File: src/rtl/fsb_pkg.sv
package fsb_pkg;
    localparam int unsigned FSB_GENS     = 4;
    localparam int unsigned FSB_TRIGS    = 8;
    localparam int unsigned FSB_ADDR_W   = 12;
    localparam int unsigned FSB_DATA_W   = 32;
    localparam int unsigned FSB_BASE     = 'h808;
    localparam int unsigned FSB_STRIDE   = 'h80;

    // byte address of one generator's status word
    function automatic int unsigned word_addr(input int unsigned base,
                                              input int unsigned stride,
                                              input int unsigned idx);
        return base + stride * idx;
    endfunction
endpackage

File: src/rtl/fsb_addr_decode.sv
module fsb_addr_decode #(
    parameter int unsigned NUM_GEN = fsb_pkg::FSB_GENS,
    parameter int unsigned ADDR_W  = fsb_pkg::FSB_ADDR_W,
    parameter int unsigned BASE    = fsb_pkg::FSB_BASE,
    parameter int unsigned STRIDE  = fsb_pkg::FSB_STRIDE
) (
    input  logic              clk,
    input  logic              rst_n,
    input  logic [ADDR_W-1:0] addr_i,
    output logic [NUM_GEN-1:0] hit_o
);
    for (genvar g = 0; g < NUM_GEN; g++) begin : g_hit
        localparam logic [ADDR_W-1:0] MY_ADDR =
            ADDR_W'(fsb_pkg::word_addr(BASE, STRIDE, g));
        assign hit_o[g] = (addr_i == MY_ADDR);
    end


    one_hit_chk: assert property (@(posedge clk) disable iff (!rst_n)
        $onehot0(hit_o));
endmodule

File: src/rtl/fsb_gen_slot.sv
module fsb_gen_slot #(
    parameter int unsigned TRIG_W = fsb_pkg::FSB_TRIGS
) (
    input  logic              clk,
    input  logic              rst_n,
    input  logic [TRIG_W-1:0] trig_i,
    input  logic              view_sel_i,
    input  logic              ext_en_i,
    input  logic              hit_i,
    input  logic              wr_i,
    input  logic [TRIG_W-1:0] wmask_i,
    output logic [TRIG_W-1:0] view_o
);
    typedef struct packed {
        logic [TRIG_W-1:0] sticky;
    } slot_t;

    slot_t             st_d, st_q;
    logic              clr_ok;
    logic [TRIG_W-1:0] clr_mask;

    always_comb begin
        st_d     = st_q;
        clr_ok   = wr_i && hit_i && view_sel_i && ext_en_i;
        clr_mask = clr_ok ? wmask_i : '0;
        // a fresh capture outranks a clear in the same cycle
        st_d.sticky = (st_q.sticky & ~clr_mask) | trig_i;
        view_o      = view_sel_i ? st_q.sticky : trig_i;
    end

    always_ff @(posedge clk or negedge rst_n) begin
        if (!rst_n) st_q <= '0;
        else        st_q <= st_d;
    end


    capture_chk: assert property (@(posedge clk) disable iff (!rst_n)
        1'b1 |=> ((st_q.sticky & $past(trig_i)) == $past(trig_i)));


    hold_chk: assert property (@(posedge clk) disable iff (!rst_n)
        !(wr_i && hit_i && view_sel_i && ext_en_i)
        |=> ((st_q.sticky & $past(st_q.sticky)) == $past(st_q.sticky)));
endmodule

File: src/rtl/fsb_read_port.sv
module fsb_read_port #(
    parameter int unsigned NUM_GEN = fsb_pkg::FSB_GENS,
    parameter int unsigned TRIG_W  = fsb_pkg::FSB_TRIGS,
    parameter int unsigned DATA_W  = fsb_pkg::FSB_DATA_W
) (
    input  logic                      clk,
    input  logic                      rst_n,
    input  logic                      rd_i,
    input  logic [NUM_GEN-1:0]        hit_i,
    input  logic [NUM_GEN*TRIG_W-1:0] views_i,
    output logic [DATA_W-1:0]         rdata_o,
    output logic                      rvalid_o
);
    typedef struct packed {
        logic [DATA_W-1:0] rdata;
        logic              rvalid;
    } rsp_t;

    rsp_t rsp_d, rsp_q;

    always_comb begin
        rsp_d        = rsp_q;
        rsp_d.rvalid = rd_i;
        rsp_d.rdata  = '0;
        if (rd_i) begin
            for (int g = 0; g < int'(NUM_GEN); g++) begin
                if (hit_i[g]) rsp_d.rdata[TRIG_W-1:0] = views_i[g*TRIG_W +: TRIG_W];
            end
        end
    end

    always_ff @(posedge clk or negedge rst_n) begin
        if (!rst_n) rsp_q <= '0;
        else        rsp_q <= rsp_d;
    end

    assign rdata_o  = rsp_q.rdata;
    assign rvalid_o = rsp_q.rvalid;


    rsp_follow_chk: assert property (@(posedge clk) disable iff (!rst_n)
        rd_i |=> rvalid_o);

    rsp_quiet_chk: assert property (@(posedge clk) disable iff (!rst_n)
        !rd_i |=> !rvalid_o);

    upper_zero_chk: assert property (@(posedge clk) disable iff (!rst_n)
        rdata_o[DATA_W-1:TRIG_W] == '0);

    miss_zero_chk: assert property (@(posedge clk) disable iff (!rst_n)
        (rd_i && hit_i == '0) |=> rdata_o == '0);
endmodule

File: src/rtl/fault_status_bank.sv
module fault_status_bank #(
    parameter int unsigned NUM_GEN = fsb_pkg::FSB_GENS,
    parameter int unsigned TRIG_W  = fsb_pkg::FSB_TRIGS,
    parameter int unsigned ADDR_W  = fsb_pkg::FSB_ADDR_W,
    parameter int unsigned DATA_W  = fsb_pkg::FSB_DATA_W,
    parameter int unsigned BASE    = fsb_pkg::FSB_BASE,
    parameter int unsigned STRIDE  = fsb_pkg::FSB_STRIDE
) (
    input  logic                      clk,
    input  logic                      rst_n,
    input  logic [NUM_GEN*TRIG_W-1:0] trig_i,
    input  logic [NUM_GEN-1:0]        view_sel_i,
    input  logic [NUM_GEN-1:0]        ext_en_i,
    input  logic [ADDR_W-1:0]         bus_addr_i,
    input  logic                      bus_wr_i,
    input  logic                      bus_rd_i,
    input  logic [DATA_W-1:0]         bus_wdata_i,
    output logic [DATA_W-1:0]         bus_rdata_o,
    output logic                      bus_rvalid_o
);
    logic [NUM_GEN-1:0]        hit;
    logic [NUM_GEN*TRIG_W-1:0] views;
    logic                      unused_wdata_hi;

    assign unused_wdata_hi = ^bus_wdata_i[DATA_W-1:TRIG_W];

    fsb_addr_decode #(
        .NUM_GEN(NUM_GEN), .ADDR_W(ADDR_W), .BASE(BASE), .STRIDE(STRIDE)
    ) u_dec (
        .clk(clk), .rst_n(rst_n), .addr_i(bus_addr_i), .hit_o(hit)
    );

    for (genvar g = 0; g < NUM_GEN; g++) begin : g_slot
        fsb_gen_slot #(.TRIG_W(TRIG_W)) u_slot (
            .clk       (clk),
            .rst_n     (rst_n),
            .trig_i    (trig_i[g*TRIG_W +: TRIG_W]),
            .view_sel_i(view_sel_i[g]),
            .ext_en_i  (ext_en_i[g]),
            .hit_i     (hit[g]),
            .wr_i      (bus_wr_i),
            .wmask_i   (bus_wdata_i[TRIG_W-1:0]),
            .view_o    (views[g*TRIG_W +: TRIG_W])
        );
    end

    fsb_read_port #(
        .NUM_GEN(NUM_GEN), .TRIG_W(TRIG_W), .DATA_W(DATA_W)
    ) u_rd (
        .clk(clk), .rst_n(rst_n), .rd_i(bus_rd_i), .hit_i(hit),
        .views_i(views), .rdata_o(bus_rdata_o), .rvalid_o(bus_rvalid_o)
    );
endmodule

File: config.mk
export PLATFORM = sky130hd
export DESIGN_NAME = fault_status_bank
export DESIGN_NICKNAME = d
export VERILOG_FILES = /design/src/rtl/fsb_pkg.sv /design/src/rtl/fsb_addr_decode.sv /design/src/rtl/fsb_gen_slot.sv /design/src/rtl/fsb_read_port.sv /design/src/rtl/fault_status_bank.sv
export SDC_FILE = /design/constraint.sdc
export NUM_CORES = 1
export LEC_CHECK = 0
export BUFFER_PORTS_ARGS = -buffer_cell sky130_fd_sc_hd__buf_2
export CORE_MARGIN = 2
export CORE_UTILIZATION = 48
export CTS_BUF_LIST = sky130_fd_sc_hd__clkbuf_8
export DETAILED_ROUTE_END_ITERATION = 6
export GPL_TIMING_DRIVEN = 0
export PLACE_DENSITY_LB_ADDON = 0.08
export SLEW_MARGIN = 20
export SYNTH_ARGS = -nofsm -noshare
export SYNTH_HDL_FRONTEND = slang
export SYNTH_SLANG_ARGS = --single-unit
File: constraint.sdc
create_clock -name clk -period 1.3 [get_ports clk]
set_clock_uncertainty 0.15 [all_clocks]
set_input_delay 0.065 -clock clk [delete_from_list [all_inputs] [get_ports clk]]
set_output_delay 0.065 -clock clk [all_outputs]
set_load 0.01 [all_outputs]
==> results.tsv <==
metric	value	unit
yosys warns	0	
status	complete, but fails checks	
DRT antenna net count	0	
worst hold margin	0.1279	ns
die height	76.22	um
Clock Pin Slew Worst Setup and Hold Paths	0.08	ns
CTS Buffer Depth	2	
RePlAce Congestion	0.7803	
Hold Vio Cnt, Final	0	
Top Usage Layer GRT	met2	
Worst setup EP type	flop	
most numerous cell in the Yosys netlist	dfrtp_1	
critical path arrival	1.61	ns
leading area contributor after synthesis	dfrtp_1	
async set-reset flop share out of synthesis	1.000	
GRT met1 Usage	0.3262	
Synth Instances	234	
Final setup viols	39	
Fill cells	324	
Initial Util	0.4933	
first-pass GRT wire length	11320	um
synth top area cells	dfrtp_1 (41%), mux2_2 (9.9%), buf_4 (7.2%)	
Pins Over Slew Limit	0	
max cap viols	0	
root buffer cell	clkbuf_8	
Worst EP required	1.34	ns
worst vdd ir	0.7622	mV
Final WS setup	-0.2659	ns
clock latency on the worst-skew pair	0.30	ns
met3 Use GR	0.04147	
multi-input logic area	0.001632	mm2
LEAKAGE	1.997	nW
crit-path max FO	7	
commonest cells in the netlist	dfrtp_1 (41), buf_4 (24), mux2_2 (22)	
WL final	7231	um
M2 GR Usage	0.4221	
diode count	0	
port bufs	66	
CTS tree	done	
Max Clk Rate	638.6	MHz
Detailed Place HPWL	4583	um
final worst-path cycle share	1.205	
initial antenna violation count	0	
P&R area growth vs syn	62.17	%
cts bufs inserted	5	
routed vias	2318	
share of layout cells above drive strength 1	0.4517	
post-synth cell types	31	
fin crit period	1.566	ns
share of the synthesized area in the top cell type	0.4098	
Worst Setup Start Kind	input pin	
Die W	76.22	um
DR WL/cell	15.96	um
Synth Flop Type	dfrtp_1	
Boundary Pins	121	
unrepaired setup endpoints after global routing	yes	
worst hold path class	in2reg	
Placement Setup Slack	-0.6819	ns
Via-to-Cell Ratio	5.117	
drt pass-1 iters	4	
H-tree depth	2	
die area	0.005809	mm2
total core area	0.005075	mm2
mapped cell area	0.002504	mm2
DRT iter0 DRCs	75	
Max-Slew Margin vs Limit	0.4256	
clk sinks	41	
# nets final	470	
Synth Area per Inst	10.70	um2
Setup CP Type	in2reg	
post-synthesis sequential area ratio	0.4098	
gr usage total	0.2456	
DRC violations left	0	
number of synthesized register bits	41	
failing checks	setup timing	
Reg area	0.001026	mm2
Total Neg Setup Slack	-6.062	ns
Remaining Overflow, GRT	0	
# rows	26	
largest net degree at the start of global routing	42	
slew of the pin with the lowest slew margin	0.8598	ns
Post-synth EDFFs	0	
vias in the first global route	2293	
power per cell area	731.0	mW/mm2
routing by layer:
metal / vias up / part of all wire
li1: 1135 / -
met1: 1096 / 0.45
met2: 81 / 0.50
met3: 6 / 0.048
met4: 0 / 0.0068
met5: - / 0
repair_timing:
action                                 4_1_cts  5_1_grt
endpoints found under the hold margin       74        0
hold buffers                                42        0
setup endpoints to repair                   40       81
buffers inserted                            14        0
gates resized for setup                     15       21
pin swaps                                    9        1
final timing paths:
check                                    startpoint                  endpoint  slack (ns)  depth (start not counted)
max in group asynchronous                     rst_n  g_slot[1].u_slot.st_q[1]        0.44                          2
setup reg to reg           g_slot[1].u_slot.st_q[4]           u_rd.rdata_o[4]       -0.09                          3
min in group asynchronous                     rst_n             u_rd.rvalid_o        0.17                          2
setup / recovery                      bus_addr_i[2]  g_slot[3].u_slot.st_q[3]       -0.27                          5
hold reg to reg            g_slot[3].u_slot.st_q[7]  g_slot[3].u_slot.st_q[7]        0.33                          1
hold / removal                             bus_rd_i           u_rd.rdata_o[7]        0.13                          4
worst max-delay path, cell delays in order:
cell    delay [ns]
buf_6         0.09
or4b_4        0.59
buf_6         0.17
or4_1         0.51
a21o_1        0.18
report_power, final:
group	switching [mW]	leakage, nW	internal [mW]	total [mW]
logic	0.298	1.54	0.309	0.606
registers	0.000294	0.403	1.28	1.28
clock network	0.461	0.0574	0.625	1.09
cells by family after synthesis:
kind of cell | count (synthesis) | share of synthesized area
simple gates | 63 | 0.1754
compound gates | 53 | 0.1724
mux | 27 | 0.1189
other cells | 1 | 0.001498
buf+inv | 49 | 0.1219
flops | 41 | 0.4098
cell type report:
type,instances,area share
Multi-Input combinational cell,167,0.4018
Sequential cell,41,0.2527
Timing Repair Buffer,122,0.2213
Buffer,37,0.06564
Tap cell,70,0.02157
Clock buffer,6,0.02034
Clock inverter,2,0.009245
Inverter,8,0.007396
sequential cells by signal (all words and copies together) (netlist names):
name / flops
u_rd.rvalid_o: 1
g_slot.u_slot.st_q: 32
u_rd.rdata_o: 8
metrics by stage:
step | instances | power (mW) | area, um2 | util
finish | 453 | 2.968 | 4060 | 0.8000
floorplan | 257 | 1.578 | 2773 | -
global placement | 393 | 1.753 | 3191 | 0.6287
detailed placement | 393 | 1.754 | 3191 | 0.6287
global route | 453 | 3.089 | 4060 | 0.8000
CTS | 454 | 2.961 | 3906 | 0.7697
placed cells by master (no fill, tap or decap), types with 4 or more instances in the layout:
master,instances
buf_2,63
dlygate4sd3_1,42
dfrtp_1,41
buf_4,33
conb_1,24
mux2_2,22
nand2b_1,18
o41ai_4,12
nand4b_1,10
o22ai_1,10
inv_1,8
nor2_1,8
buf_6,8
a21o_1,8
clkbuf_1,7
a31oi_1,7
clkbuf_8,7
nor2b_1,6
or4_1,5
mux2i_1,5
a211oi_1,5
a2111oi_4,5
or4_4,4
o41ai_2,4
No activity file was read; power rests on OpenSTA's default activity.
